### src/rtl/mwd_pkg.sv
package mwd_pkg;

   typedef enum logic [1:0] {
      ST_IDLE,
      ST_SYNC,
      ST_BITS,
      ST_HOLD
   } mwd_state_e;

   localparam logic [2:0] SYNC_CODE_CMD  = 3'b011;
   localparam logic [2:0] SYNC_CODE_DATA = 3'b100;

   function automatic logic [2:0] sync_code(input logic is_cmd);
      return is_cmd ? SYNC_CODE_CMD : SYNC_CODE_DATA;
   endfunction

endpackage

### src/rtl/mwd_line_front.sv
// Registers the receiver pair through a configurable flop chain and derives
// the line level and the active (not idle) indication.
module mwd_line_front #(
   parameter int STAGES = 2
) (
   input  logic clk,
   input  logic rst_n,
   input  logic pos_i,
   input  logic neg_i,
   output logic level_o,
   output logic active_o
);

   if (STAGES < 1) begin : g_bad_stages
      $error("mwd_line_front: STAGES must be at least 1");
   end

   logic pos_q;
   logic neg_q;

   if (STAGES == 1) begin : g_single
      always_ff @(posedge clk or negedge rst_n) begin
         if (!rst_n) begin
            pos_q <= 1'b0;
            neg_q <= 1'b0;
         end else begin
            pos_q <= pos_i;
            neg_q <= neg_i;
         end
      end
   end else begin : g_chain
      logic [STAGES-1:0] pos_sr;
      logic [STAGES-1:0] neg_sr;
      always_ff @(posedge clk or negedge rst_n) begin
         if (!rst_n) begin
            pos_sr <= '0;
            neg_sr <= '0;
         end else begin
            pos_sr <= {pos_sr[STAGES-2:0], pos_i};
            neg_sr <= {neg_sr[STAGES-2:0], neg_i};
         end
      end
      assign pos_q = pos_sr[STAGES-1];
      assign neg_q = neg_sr[STAGES-1];
   end

   assign level_o  = pos_q;
   assign active_o = pos_q ^ neg_q;

endmodule

### src/rtl/mwd_sync_qual.sv
// Counts samples over the three-bit-time sync window and judges them
// against the tolerance. Its verdict is combinational in the last sample.
module mwd_sync_qual #(
   parameter int OSR = 16,
   parameter int TOL = 2
) (
   input  logic clk,
   input  logic rst_n,
   input  logic start_i,
   input  logic level_i,
   output logic last_o,
   output logic ok_o,
   output logic lead_o
);

   localparam int HALF = (3 * OSR) / 2;
   localparam int SPAN = 2 * HALF;
   localparam int IW   = $clog2(SPAN);
   localparam int HW   = $clog2(HALF + 1);
   localparam int MINC = HALF - TOL;

   localparam logic [IW-1:0] HALF_I = IW'(HALF);
   localparam logic [IW-1:0] LAST_I = IW'(SPAN - 1);
   localparam logic [HW-1:0] MIN_H  = HW'(MINC);

   logic [IW-1:0] idx_q;
   logic [HW-1:0] hits_a_q;
   logic [HW-1:0] hits_b_q;
   logic [HW-1:0] hits_b_nx;
   logic          lead_q;
   logic          busy_q;

   always_ff @(posedge clk or negedge rst_n) begin
      if (!rst_n) begin
         idx_q    <= '0;
         hits_a_q <= '0;
         hits_b_q <= '0;
         lead_q   <= 1'b0;
         busy_q   <= 1'b0;
      end else if (start_i) begin
         lead_q   <= level_i;
         idx_q    <= IW'(1);
         hits_a_q <= HW'(1);
         hits_b_q <= '0;
         busy_q   <= 1'b1;
      end else if (busy_q) begin
         idx_q <= idx_q + IW'(1);
         if (idx_q < HALF_I) begin
            hits_a_q <= hits_a_q + HW'(level_i == lead_q);
         end else begin
            hits_b_q <= hits_b_nx;
         end
         if (idx_q == LAST_I) begin
            busy_q <= 1'b0;
         end
      end
   end

   assign hits_b_nx = hits_b_q + HW'(level_i != lead_q);
   assign last_o    = busy_q && (idx_q == LAST_I);
   assign ok_o      = (hits_a_q >= MIN_H) && (hits_b_nx >= MIN_H);
   assign lead_o    = lead_q;

endmodule

### src/rtl/mwd_bit_slicer.sv
// Walks the sample cells of the bit field and decides each bit from the
// two samples that straddle the cell centre.
module mwd_bit_slicer #(
   parameter int OSR = 16
) (
   input  logic clk,
   input  logic rst_n,
   input  logic en_i,
   input  logic level_i,
   output logic stb_o,
   output logic bit_o,
   output logic flat_o
);

   localparam int PW = $clog2(OSR);
   localparam logic [PW-1:0] MID_I  = PW'(OSR / 2);
   localparam logic [PW-1:0] PRE_I  = PW'(OSR / 2 - 1);
   localparam logic [PW-1:0] LAST_I = PW'(OSR - 1);

   logic [PW-1:0] phase_q;
   logic          early_q;

   always_ff @(posedge clk or negedge rst_n) begin
      if (!rst_n) begin
         phase_q <= '0;
         early_q <= 1'b0;
      end else if (!en_i) begin
         phase_q <= '0;
      end else begin
         phase_q <= (phase_q == LAST_I) ? '0 : phase_q + PW'(1);
         if (phase_q == PRE_I) begin
            early_q <= level_i;
         end
      end
   end

   assign stb_o  = en_i && (phase_q == MID_I);
   assign bit_o  = early_q;
   assign flat_o = (early_q == level_i);

endmodule

### src/rtl/mwd_decoder.sv
module mwd_decoder #(
   parameter int OSR         = 16,
   parameter int DATA_W      = 16,
   parameter int SYNC_TOL    = 2,
   parameter int SYNC_STAGES = 2,
   parameter bit ODD_PARITY  = 1'b1
) (
   input  logic              clk,
   input  logic              rst_n,
   input  logic              rx_pos_i,
   input  logic              rx_neg_i,
   output logic [DATA_W+3:0] word_o,
   output logic              word_valid_o,
   output logic              word_cmd_o,
   output logic              par_err_o,
   output logic              trans_err_o,
   output logic              sync_err_o
);
   import mwd_pkg::*;

   localparam int PAY_W = DATA_W + 1;
   localparam int NW    = $clog2(PAY_W + 1);
   localparam logic [NW-1:0] NB_LAST = NW'(DATA_W);

   if (OSR < 4 || (OSR % 2) != 0) begin : g_bad_osr
      $error("mwd_decoder: OSR must be even and at least 4");
   end
   if (DATA_W < 2) begin : g_bad_width
      $error("mwd_decoder: DATA_W must be at least 2");
   end
   if (SYNC_TOL < 0 || SYNC_TOL >= (3 * OSR) / 2) begin : g_bad_tol
      $error("mwd_decoder: SYNC_TOL out of range");
   end

   logic line_lvl;
   logic line_act;

   mwd_line_front #(.STAGES(SYNC_STAGES)) u_front (
      .clk      (clk),
      .rst_n    (rst_n),
      .pos_i    (rx_pos_i),
      .neg_i    (rx_neg_i),
      .level_o  (line_lvl),
      .active_o (line_act)
   );

   mwd_state_e state_q;

   logic sync_start;
   logic sync_last;
   logic sync_ok;
   logic sync_lead;

   assign sync_start = (state_q == ST_IDLE) && line_act;

   mwd_sync_qual #(.OSR(OSR), .TOL(SYNC_TOL)) u_sync (
      .clk     (clk),
      .rst_n   (rst_n),
      .start_i (sync_start),
      .level_i (line_lvl),
      .last_o  (sync_last),
      .ok_o    (sync_ok),
      .lead_o  (sync_lead)
   );

   logic bit_stb;
   logic bit_val;
   logic bit_flat;

   mwd_bit_slicer #(.OSR(OSR)) u_slice (
      .clk     (clk),
      .rst_n   (rst_n),
      .en_i    (state_q == ST_BITS),
      .level_i (line_lvl),
      .stb_o   (bit_stb),
      .bit_o   (bit_val),
      .flat_o  (bit_flat)
   );

   logic [DATA_W-1:0] acc_q;
   logic [NW-1:0]     nbit_q;
   logic [PAY_W-1:0]  payload;
   logic              par_bad;

   assign payload = {acc_q, bit_val};

   if (ODD_PARITY) begin : g_odd
      assign par_bad = ~(^payload);
   end else begin : g_even
      assign par_bad = ^payload;
   end

   always_ff @(posedge clk or negedge rst_n) begin
      if (!rst_n) begin
         state_q      <= ST_IDLE;
         acc_q        <= '0;
         nbit_q       <= '0;
         word_o       <= '0;
         word_valid_o <= 1'b0;
         word_cmd_o   <= 1'b0;
         par_err_o    <= 1'b0;
         trans_err_o  <= 1'b0;
         sync_err_o   <= 1'b0;
      end else begin
         word_valid_o <= 1'b0;
         par_err_o    <= 1'b0;
         trans_err_o  <= 1'b0;
         sync_err_o   <= 1'b0;
         unique case (state_q)
            ST_IDLE: begin
               if (line_act) begin
                  state_q <= ST_SYNC;
               end
            end
            ST_SYNC: begin
               if (sync_last) begin
                  nbit_q <= '0;
                  if (sync_ok) begin
                     state_q <= ST_BITS;
                  end else begin
                     sync_err_o <= 1'b1;
                     state_q    <= ST_HOLD;
                  end
               end
            end
            ST_BITS: begin
               if (bit_stb) begin
                  if (bit_flat) begin
                     trans_err_o <= 1'b1;
                     state_q     <= ST_HOLD;
                  end else if (nbit_q == NB_LAST) begin
                     word_o       <= {sync_code(sync_lead), payload};
                     word_cmd_o   <= sync_lead;
                     word_valid_o <= 1'b1;
                     par_err_o    <= par_bad;
                     state_q      <= ST_HOLD;
                  end else begin
                     acc_q  <= {acc_q[DATA_W-2:0], bit_val};
                     nbit_q <= nbit_q + NW'(1);
                  end
               end
            end
            ST_HOLD: begin
               if (!line_act) begin
                  state_q <= ST_IDLE;
               end
            end
            default: state_q <= ST_IDLE;
         endcase
      end
   end

endmodule

### config.mk
export PLATFORM = sky130hd
export DESIGN_NAME = mwd_decoder
export DESIGN_NICKNAME = d
export VERILOG_FILES = /design/src/rtl/mwd_pkg.sv /design/src/rtl/mwd_line_front.sv /design/src/rtl/mwd_sync_qual.sv /design/src/rtl/mwd_bit_slicer.sv /design/src/rtl/mwd_decoder.sv
export SDC_FILE = /design/constraint.sdc
export NUM_CORES = 1
export LEC_CHECK = 0
export ABC_AREA = 1
export ABC_CLOCK_PERIOD_IN_PS = 3600
export BUFFER_PORTS_ARGS = -buffer_cell sky130_fd_sc_hd__buf_2
export CAP_MARGIN = 0
export CORE_MARGIN = 2
export CORE_UTILIZATION = 50
export DETAILED_ROUTE_END_ITERATION = 7
export PLACE_DENSITY = 0.68
export SLEW_MARGIN = 25
export SYNTH_ARGS = -nofsm -noshare
export SYNTH_HDL_FRONTEND = slang
export SYNTH_SLANG_ARGS = --single-unit
### constraint.sdc
create_clock -name clk -period 3.6 [get_ports clk]
set_clock_uncertainty 0.15 [all_clocks]
set_input_delay 0 -clock clk [delete_from_list [all_inputs] [get_ports clk]]
set_output_delay 0 -clock clk [all_outputs]
set_load 0.02 [all_outputs]
Word level (Yosys, flattened, before mapping)
Cells that the tools add are included.
Word-level totals
  memories: 0
  word-level logic and storage cells: 106
  input bits: 4
  bits in writable memories: 0
  bits in latches: 0
  bits in read-only memories: 0
  output and inout port bits: 25
  flip-flop bits (word level): 75
Operators by class
  div/mod/pow operators: 0
  add/subtract/negate cells: 5
  shift-type cells: 0
  equality and inequality tests: 19
  multiplexer cells: 41
  $mul: 0
  order comparisons: 3
  reductions and logical operators: 16
  bitwise gates (word level): 4
Operator list (number)
  $mux W5: 10
  $mux W1: 18
  $reduce_xor A17 Y1: 1
  $ne A2 B2 Y1 const B: 7
  $mux W2: 6
  $mux W6: 2
  $add A5 B1 Y5: 2
  $ge A5 B5 Y1 const B: 2
  $pmux W5 S2: 1
  $reduce_and A5 Y1: 2
  $eq A4 B4 Y1 const B: 2
  $mux W4: 2
  $pmux W2 S4: 1
  $reduce_and A4 Y1: 2
  $add A6 B1 Y6 const B: 1
  $eq A6 B6 Y1 const B: 1
  $lt A6 B5 Y1 const B: 1
  $reduce_and A2 Y1: 3
  $reduce_bool A2 Y1: 3
  $add A5 B1 Y5 const B: 1
  $eq A5 B5 Y1 const B: 1
  $add A4 B1 Y4 const B: 1
  $eq A2 B2 Y1 const B: 2
  $eq A4 B3 Y1 const B: 1
  other kinds (9): 15

Longest topological paths before layout
Gate-level depths: netlist (run 1).
  depth after elaboration: 7
  mapped depth: 12
  gate-level depth less buffers: 12

Modules after synthesis
A second synthesis (run 1) with hierarchy kept.
Unflattened totals
  cell total of the unflattened synthesis: 477
  area, all modules: 3923.8 µm²
Modules (own cells, without submodules)
  mwd_decoder: cells each 302, instances 1, area each 2516.2 µm², seq. area each 1151.1 µm²
  mwd_sync_qual: cells each 132, instances 1, area each 1022.2 µm², seq. area each 450.4 µm²
  mwd_bit_slicer: cells each 34, instances 1, area each 266.5 µm², seq. area each 125.1 µm²
  mwd_line_front: cells each 9, instances 1, area each 118.9 µm², seq. area each 100.1 µm²

Least setup slack after synthesis (run 1)
OpenSTA, ideal clock, no wires.
  kind: register -> register
  start point: register u_front.g_chain.pos_sr[1]
  end point: register state_q[0]
  required time: 3.383 ns
  clock period less this slack: 1.894 ns
  library setup time: 0.067 ns
  data arrival time: 1.678 ns
  slack: 1.706 ns
  cell stages (with the launch flop): 13
  path buffers: 0
  cell sequence: dfrtp_1 > xnor2_1 > inv_1 > ha_1 > ha_1 > nand3_1 > xor2_1 > nor2_1 > o21ai_0 > nand2_1 > nand3_1 > nand2_1 > nand2_1
On the way
  longest elaborated chain between the ends: 7
  elaborated cells on any way between the ends: 15
  classes of those cells: 1 x add/sub; 1 x order compare; 5 x eq/ne; 5 x mux; 1 x bitwise; 2 x reduce/logical
RTL lines
  start, declared: RTL line mwd_line_front.sv:32  | logic [STAGES-1:0] pos_sr;
  start signal, assigned: RTL line mwd_line_front.sv:39  | pos_sr <= {pos_sr[STAGES-2:0], pos_i};
  $ne A1 B1 Y1: RTL line mwd_sync_qual.sv:59  | assign hits_b_nx = hits_b_q + HW'(level_i != lead_q);
  $add A5 B1 Y5: RTL line mwd_sync_qual.sv:59
  $ge A5 B5 Y1: RTL line mwd_sync_qual.sv:61  | assign ok_o = (hits_a_q >= MIN_H) && (hits_b_nx >= MIN_H);
  $logic_and A1 B1 Y1: RTL line mwd_sync_qual.sv:61
  $mux W1: RTL line mwd_decoder.sv:118  | if (sync_ok) begin
  $mux W2: RTL line mwd_decoder.sv:116  | if (sync_last) begin
  $pmux W2 S4: RTL line mwd_decoder.sv:109  | unique case (state_q)
  end signal, assigned: RTL line mwd_decoder.sv:112  | state_q <= ST_SYNC;
  end signal, assigned: RTL line mwd_decoder.sv:119  | state_q <= ST_BITS;
  end signal, assigned: RTL line mwd_decoder.sv:122  | state_q <= ST_HOLD;
  end, declared: RTL line mwd_decoder.sv:47  | mwd_state_e state_q;
Several ways; a longest one is shown, not always the timed one. The select of a mux whose other input is x is not followed.
A chain may end at the register's enable or synchronous reset.

Final worst setup path (run 1)
  start point: register state_q[0]
  end point: register word_o[13]
On the way
  longest elaborated chain between the ends: 3
RTL lines
  start signal, assigned: RTL line mwd_decoder.sv:95  | state_q <= ST_IDLE;
  start signal, assigned: RTL line mwd_decoder.sv:112
  start signal, assigned: RTL line mwd_decoder.sv:119
  $eq A2 B2 Y1 (*): RTL line mwd_decoder.sv:73, mwd_decoder.sv:109
  $logic_and A1 B1 Y1: RTL line mwd_bit_slicer.sv:37  | assign stb_o = en_i && (phase_q == MID_I);
  $reduce_and A4 Y1 (no line) (*)
  end signal, assigned: RTL line mwd_decoder.sv:132  | word_o <= {sync_code(sync_lead), payload};
  end, declared: RTL line mwd_decoder.sv:12  | output logic [DATA_W+3:0] word_o,
Mark *: on every way between the ends. The rest lies on a longest branch, timed or not.

==> impl_metrics.ini, run 1 <==
[clock_network]
cts.reportedPaths.clkPinSlew_ns = 0.07
root_buffer = clkbuf_8
postCtsResizedCells = 0
clock_sinks = 73
postCtsHoldBufs = 3
htreeDepth = 3
cts_setup_buffers = 0
clk_latency_ns = 0.35
cts_buffer_depth = 2
cts_tree = yes
cts_made_buffers = 9

[setup_path]
critPathArrivalTime_ns = 2.59
endpoint_kind = register
startpoint_type = register
r2r_slack_ns = 1.10
worstSetupPathType = reg2reg
worstPathMaxFanout = 23
worstPathRequired_ns = 3.68

[min_path]
hold_class = in2async

[sta]
min_period_over_period = 0.695
hold-worst-slack_ns = -0.00745
min_period_ns = 2.50
finalSetupViolations = 0
rsz0062_at_grt = false
finalHoldViolCount = 6
drv_slew = 0
slew_headroom = 0.618
tightest_slew_ns = 0.571
tns_ns = 0
fmax_mhz = 400

[yosys]
seq_area_frac_synth = 0.503
synth.largest_area_cell = dfrtp_1
syn_area_um2 = 3630
synth.ff_latch_count = 73
synth_cells = 447
yosysTopAreaCellShare = 0.503
synth_nets = 464
synth_warnings = 0
synth_cell_types = 30
syn_avg_cell_area_um2 = 8.13
synth_top_cells_by_area = dfrtp_1, nand2_1, inv_1, ha_1, o21ai_0

[floorplanning]
core_um2 = 7140
die_y_um = 89.2
dieArea_um2 = 7960
rows = 31
ios = 29
start_util = 0.509
die_w_um = 89.2

[power_and_ir_drop]
peakVddDrop_uv = 316
p_leak_nw = 2.09
power_density_nw_per_um2 = 507

[cells_and_area]
nets = 498
diodes = 0
final_common_cell = nand2_1
finish.utilization = 0.567
layout_common_cells = nand2_1, dfrtp_1, inv_1
area_delta_synth_final_pct = 11.4
drive_gt1_frac = 0.130
fillers = 666

[placement]
dp.final_hpwl_um = 4690
io_buffers = 28
place_congestion = 0.847

[routing]
wl_per_cell_um = 11.2
wl_met1_um = 3190
drtIter0Drc = 67
post-route-drc-count = 0
wl_met2_um = 2970
dr.pass1.iters = 4
vias = 2814
top_layer = met4
vias_per_cell = 4.84
routed_wirelength_um = 6490
wl_met3_um = 201
ant_nets = 0

[global_route]
antenna_found_initial = 0
grt_pass1_vias = 2651
grt_pass1_wl_um = 11500
grt_use_total = 0.188
grt_remaining_overflow = 0
grt_max_degree = 29

[flow_run]
max_cap_viol_count = 0

[status]
violations = negative hold slack
status = finished, violations left
cell families (layout without fill, tap and decap cells):
| logic type | count (synthesis) | after routing | synth area share |
|---|---|---|---|
| XOR/XNOR | 8 | 8 | 0.0214 |
| buffers and inverters | 65 | 101 | 0.0768 |
| AO/OA/AOI/OAI | 72 | 72 | 0.113 |
| AND/OR/NAND/NOR | 216 | 216 | 0.241 |
| flip-flops | 73 | 73 | 0.503 |
| adder cells (fa/ha/maj) | 13 | 13 | 0.0448 |
state kept, by name, summed over array words and instances, names as in the netlist, 2 cells and up:
signal / cells
word_o: 19
acc_q: 16
u_sync.idx_q: 6
nbit_q: 5
u_sync.hits_a_q: 5
u_sync.hits_b_q: 5
u_slice.phase_q: 4
state_q: 2
u_front.g_chain.neg_sr: 2
u_front.g_chain.pos_sr: 2
through the flow:
stage	setup WS, ns	instances	total power [W]	area (um^2)	hold slack (ns)
floorplan	1.71	447	0.00138	3630	-0.446
global placement	1.16	566	0.00147	3850	-0.165
detailed placement	1.09	566	0.00149	3850	-0.159
CTS	1.08	582	0.00208	4050	0.0100
global route	0.781	582	0.00221	4050	0.0499
finish	1.10	582	0.00205	4050	-0.00745
critical path: stages, from the launching register on:
cell     delay [ns]
dfrtp_1        0.42
inv_1          0.09
ha_1           0.31
inv_1          0.17
nor2_1         0.22
nand3_1        0.45
buf_4          0.41
nand2_1        0.11
o21ai_2        0.05
worst paths after layout:
| kind | startpoint | end | cells past startpoint |
|---|---|---|---|
| setup reg to reg | state_q[0]$_DFFE_PN0P_ | word_o[13]$_DFFE_PN0P_ | 8 |
| hold / removal | rst_n | acc_q[12]$_DFFE_PN0P_ | 2 |
| max in group asynchronous | rst_n | word_o[3]$_DFFE_PN0P_ | 3 |
| min in group clk | rx_neg_i | u_front.g_chain.neg_sr[0]$_DFF_PN0_ | 2 |
| hold reg to reg | u_front.g_chain.neg_sr[0]$_DFF_PN0_ | u_front.g_chain.neg_sr[1]$_DFF_PN0_ | 0 |
| setup / recovery | state_q[0]$_DFFE_PN0P_ | word_o[13]$_DFFE_PN0P_ | 8 |
cells in the mapped netlist:
master    number
a21boi_0       1
a21oi_1       10
a31oi_1        1
and3_1         2
buf_2          3
buf_4          4
buf_6          2
clkbuf_1       3
clkinv_2       1
dfrtp_1       73
ha_1          13
inv_1         52
nand2_1      155
nand2_2        3
nand3_1       19
nand3_2        1
nand4_1        1
nor2_1        27
nor3_1         5
nor3_2         1
nor3b_1        1
o21ai_0       26
o21ai_1       21
o21ai_2       10
o22ai_1        2
o31ai_2        1
or2_2          1
xnor2_1        2
xor2_1         5
xor2_2         1
final cells by class:
type / instances / area, um^2 / share of cell area
sequential: 73 / 1830 / 0.451
tap: 99 / 124 / 0.0306
inverter: 53 / 200 / 0.0495
clock buffer: 13 / 169 / 0.0417
multi-input combinational: 309 / 1530 / 0.377
timing repair buffer: 35 / 200 / 0.0495
power breakdown:
group	total (W)	internal [W]	switching, W
sequential	0.000996	0.000920	0.0000751
clock	0.000579	0.000296	0.000283
combinational	0.000478	0.000173	0.000305
total	0.00205	0.00139	0.000663
routing by layer:
layer,GRT usage,vias to the layer above
li1,-,1471
met1,0.244,1295
met2,0.300,38
met3,0.0425,10
met4,0.0841,0
met5,0,-
Power figures use the tool's default switching activity.
==> run 2, diff against run 1 <==
--- a/config.mk
+++ b/config.mk
@@ -6,7 +6,7 @@
 export NUM_CORES = 1
 export LEC_CHECK = 0
 export ABC_AREA = 1
-export ABC_CLOCK_PERIOD_IN_PS = 3600
+export ABC_CLOCK_PERIOD_IN_PS = 2500
 export BUFFER_PORTS_ARGS = -buffer_cell sky130_fd_sc_hd__buf_2
 export CAP_MARGIN = 0
 export CORE_MARGIN = 2
==> constraint.sdc (replaced) <==
create_clock -name clk -period 2.5 [get_ports clk]
set_clock_uncertainty 0.15 [all_clocks]
set_input_delay 0 -clock clk [delete_from_list [all_inputs] [get_ports clk]]
set_output_delay 0 -clock clk [all_outputs]
set_load 0.02 [all_outputs]
==> impl_metrics.ini, run 2 (synthesis gave the netlist of run 1 again) <==
[status]
status = completed

[cells_and_area]
final-seq-area_um2 = 1830
multi_input_area_um2 = 1530
area_delta_synth_final_pct = 14.5
final_common_cell = nand2_1
largest-register = word_o
diodes = 0
largest_register_ffs = 19
finish.utilization = 0.583
fillers = 647
top_regs = word_o x19, acc_q x16, u_sync.idx_q x6
nets = 500
drive_gt1_frac = 0.138
layout_common_cells = nand2_1, dfrtp_1, inv_1

[global_route]
antenna_found_initial = 0
grt_use_total = 0.188
grt_remaining_overflow = 0
grt_pass1_vias = 2744
grt_max_degree = 39
grt_pass1_wl_um = 11600

[routing]
dr.pass1.iters = 4
ant_nets = 0
wl_met3_um = 270
wl_met2_um = 3320
vias = 2852
vias_per_cell = 4.87
wl_met1_um = 3060
post-route-drc-count = 0
routed_wirelength_um = 6790
drtIter0Drc = 131
top_layer = met4
wl_per_cell_um = 11.6

[setup_path]
path_cells = inv_1 > ha_1 > inv_1 > nor2_1 > nand3_2 > nand2_1 > nand2_2 > clkinv_2 > nand3_1 > o21ai_1
crit_top_cell = inv_1
critPathArrivalTime_ns = 2.25
crit_buf_inv = 3
worstPathRequired_ns = 2.62
max_stage_delay_ns = 0.42
slowest_stage = dfrtp_1
worstPathMaxFanout = 18
worstSetupPathType = reg2reg
startpoint_type = register
cpLargestDelayFamily = simple AND/OR/NAND/NOR gates
endpoint_kind = register

[power_and_ir_drop]
report.power.total_w = 0.00337
peakVddDrop_uv = 437
power_density_nw_per_um2 = 809
p_leak_nw = 2.14

[clock_network]
clock_sinks = 73
htreeDepth = 3
postCtsHoldBufs = 4
cts_tree = yes
cts_made_buffers = 9
cts.reportedPaths.clkPinSlew_ns = 0.07
clk_latency_ns = 0.35
postCtsResizedCells = 0
root_buffer = clkbuf_8
cts_buffer_depth = 2
cts_setup_buffers = 0

[sta]
min_period_over_period = 0.853
tightest_slew_ns = 0.731
finalSetupViolations = 0
min_period_ns = 2.13
finalHoldViolCount = 0
rsz0062_at_grt = false
slew_headroom = 0.511
tns_ns = 0
fmax_mhz = 469
drv_slew = 0

[flow_run]
max_cap_viol_count = 0

[floorplanning]
start_util = 0.509
ios = 29
rows = 31
die_w_um = 89.2
core_um2 = 7140
dieArea_um2 = 7960
die_y_um = 89.2

[placement]
io_buffers = 28
place_congestion = 0.774
dp.final_hpwl_um = 4770

[min_path]
hold_class = in2async
-- run 2: cell types whose count changed in the layout (fill, tap and decap cells not counted), sizes merged --
cell	delta
dlygate4sd3	+1
clkinvlp	+1
bufinv	+4
buf	+1
clkbuf	-3
-- run 2: through the flow --
step           setup slack (ns)  area [um^2]  hold slack [ns]  instances
2_1_floorplan             0.606         3630           -0.446        447
3_3_place_gp              0.466         3850           -0.209        567
3_5_place_dp              0.396         3850           -0.203        567
4_1_cts                   0.358         4160            0.103        586
5_1_grt                   0.155         4160            0.124        586
6_report                  0.367         4160            0.118        586
-- run 2: power breakdown --
| group | total, W | switching, W | internal, W |
|---|---|---|---|
| sequential | 0.00144 | 0.000111 | 0.00132 |
| clock | 0.00122 | 0.000435 | 0.000786 |
| combinational | 0.000711 | 0.000451 | 0.000260 |
| total | 0.00337 | 0.000997 | 0.00237 |
-- run 2: path summary, 6_finish.rpt --
| check | startpoint | depth (start not counted) | to | slack [ns] |
|---|---|---|---|---|
| max | state_q[0]$_DFFE_PN0P_ | 10 | nbit_q[2]$_DFFE_PN0P_ | 0.37 |
| min | rst_n | 3 | u_slice.phase_q[1]$_DFF_PN0_ | 0.12 |
| max reg2reg | state_q[0]$_DFFE_PN0P_ | 10 | nbit_q[2]$_DFFE_PN0P_ | 0.37 |
| min reg2reg | u_front.g_chain.neg_sr[0]$_DFF_PN0_ | 0 | u_front.g_chain.neg_sr[1]$_DFF_PN0_ | 0.20 |
| max in group asynchronous | rst_n | 3 | nbit_q[3]$_DFFE_PN0P_ | 1.03 |
| min in group clk | rx_neg_i | 2 | u_front.g_chain.neg_sr[0]$_DFF_PN0_ | 0.14 |
-- run 2: final cells by class --
type                            count  area share
Clock buffer                       10      0.0331
Sequential cell                    73       0.439
Clock inverter                      5      0.0307
Multi-Input combinational cell    309       0.367
Tap cell                           99      0.0298
Timing Repair Buffer               37      0.0523
Inverter                           53      0.0481
-- run 2: metal layers --
layer / track usage / vias to the layer above
met3: 0.0480 / 16
met5: 0 / -
li1: - / 1474
met1: 0.228 / 1311
met4: 0.0868 / 0
met2: 0.314 / 51
-- run 2: tightest hold or removal path, delay by kind of cell --
| family | cells | cell delay (ns) |
|---|---|---|
| buffers and inverters | 3 | 1.02 |
==> run 3, diff against run 2 <==
--- a/config.mk
+++ b/config.mk
@@ -6,7 +6,7 @@
 export NUM_CORES = 1
 export LEC_CHECK = 0
 export ABC_AREA = 1
-export ABC_CLOCK_PERIOD_IN_PS = 2500
+export ABC_CLOCK_PERIOD_IN_PS = 2450
 export BUFFER_PORTS_ARGS = -buffer_cell sky130_fd_sc_hd__buf_2
 export CAP_MARGIN = 0
 export CORE_MARGIN = 2
==> constraint.sdc (replaced) <==
create_clock -name clk -period 2.45 [get_ports clk]
set_clock_uncertainty 0.15 [all_clocks]
set_input_delay 0 -clock clk [delete_from_list [all_inputs] [get_ports clk]]
set_output_delay 0 -clock clk [all_outputs]
set_load 0.02 [all_outputs]
==> impl_metrics.ini, run 3 (synthesis gave the netlist of run 1 again) <==
[status]
status = completed

[setup_path]
rr_startpoint = u_front.g_chain.pos_sr[1]$_DFF_PN0_
critPathArrivalTime_ns = 2.24
crit_top_cell = nand2_1
max_stage_delay_ns = 0.46
endpoint_kind = register
crit_buf_inv = 1
worstPathRequired_ns = 2.58
worstPathMaxFanout = 4
slowest_stage = dfrtp_1
cp-startpoint = u_front.g_chain.pos_sr[1]$_DFF_PN0_
startpoint_type = register
worstSetupPathType = reg2reg
path_cells = xnor2_1 > inv_1 > ha_1 > ha_1 > xnor2_1 > nor2_1 > o21ai_0 > nand2_1 > nand3_1 > nand2_1 > nand2_1
cpLargestDelayFamily = flip-flops

[power_and_ir_drop]
report.power.total_w = 0.00298
seqPwrFrac = 0.493
p_comb_frac = 0.237
p_leak_nw = 2.08
peakVddDrop_uv = 479
switching_share = 0.340
power_density_nw_per_um2 = 739
p_sw_w = 0.00101
internal_power_w = 0.00197
power.share.clock = 0.270

[placement]
placed_cell_area_um2 = 3840
place_congestion = 0.807
place_ws_ns = 0.326
io_buffers = 28
dp.final_hpwl_um = 4540

[floorplanning]
rows = 31
ios = 29
die_y_um = 89.2
start_util = 0.509
dieArea_um2 = 7960
die_w_um = 89.2
core_um2 = 7140

[sta]
fin_ws_ns = 0.338
hold-worst-slack_ns = 0.147
finalSetupViolations = 0
drv_slew = 0
min_period_ns = 2.11
rsz0062_at_grt = false
slew_headroom = 0.410
finalHoldViolCount = 0
fmax_mhz = 473
min_period_over_period = 0.862
tightest_slew_ns = 0.884
tns_ns = 0

[clock_network]
root_buffer = clkbuf_8
cts_made_buffers = 9
clk_latency_ns = 0.35
cts.reportedPaths.clkPinSlew_ns = 0.07
htreeDepth = 3
cts_setup_buffers = 0
clock_sinks = 73
cts_tree = yes
cts_buffer_depth = 2
postCtsResizedCells = 0

[cells_and_area]
drive_gt1_frac = 0.134
nets = 497
largest_register_ffs = 19
area_delta_synth_final_pct = 11.0
largest-register = word_o
layout_common_cells = nand2_1, dfrtp_1, inv_1
diodes = 0
top_regs = word_o x19, acc_q x16, u_sync.idx_q x6
stdcell_area_um2 = 4030
final_common_cell = nand2_1

[routing]
vias_per_cell = 4.81
routed_wirelength_um = 6590
drtIter0Drc = 141
wl_per_cell_um = 11.3
post-route-drc-count = 0
ant_nets = 0
vias = 2811
dr.pass1.iters = 4

[global_route]
met3_usage = 0.0360
use_met1 = 0.220
antenna_found_initial = 0
grt_pass1_vias = 2636
grt.met2_usage = 0.320
grt.busiest_layer = met2
grt_pass1_wl_um = 11300
grt_remaining_overflow = 0
grt_use_total = 0.185
grt_max_degree = 74

[min_path]
hold_class = in2reg
hold_start = rx_pos_i

[flow_run]
max_cap_viol_count = 0
## run 3: power by group through the flow
stage	clock, W	sequential [W]	combinational, W
floorplan	0	0.00146	0.000562
global placement	0	0.00148	0.000679
detailed placement	0	0.00149	0.000712
CTS	0.000836	0.00147	0.000718
global route	0.000887	0.00149	0.000831
finish	0.000804	0.00147	0.000706
## run 3: final cells by class
type	count	area, um^2
multi-input combinational	309	1530
clock buffer	10	128
tap	99	124
clock inverter	6	35.0
fill	675	3100
timing repair buffer	34	193
inverter	53	200
sequential	73	1830
## run 3: path summary, 6_finish.rpt
check	end	slack, ns	cells after the start
min	u_front.g_chain.pos_sr[0]$_DFF_PN0_	0.15	2
min reg2reg	u_front.g_chain.pos_sr[1]$_DFF_PN0_	0.20	0
max in group asynchronous	u_sync.hits_b_q[1]$_DFFE_PN0P_	1.33	3
max reg2reg	state_q[0]$_DFFE_PN0P_	0.34	11
min in group asynchronous	word_o[14]$_DFFE_PN0P_	0.25	3
max	state_q[0]$_DFFE_PN0P_	0.34	11
## run 3: layer usage
metal,wire length (um),vias to the layer above
met3,178,12
met1,3150,1283
met2,3120,44
li1,-,1472
met5,0,-
met4,144,0
## run 3: stage by stage
stage / std cells / utilization
2_1_floorplan: 447 / -
3_3_place_gp: 565 / 0.538
3_5_place_dp: 565 / 0.538
4_1_cts: 584 / 0.565
5_1_grt: 584 / 0.565
6_report: 584 / 0.565
## run 3: timing repair
| item | in CTS | in global routing |
|---|---|---|
| setup endpoints to repair | 0 | 0 |
| hold endpoints to repair | 75 | 0 |
| hold buffers | 3 | 0 |
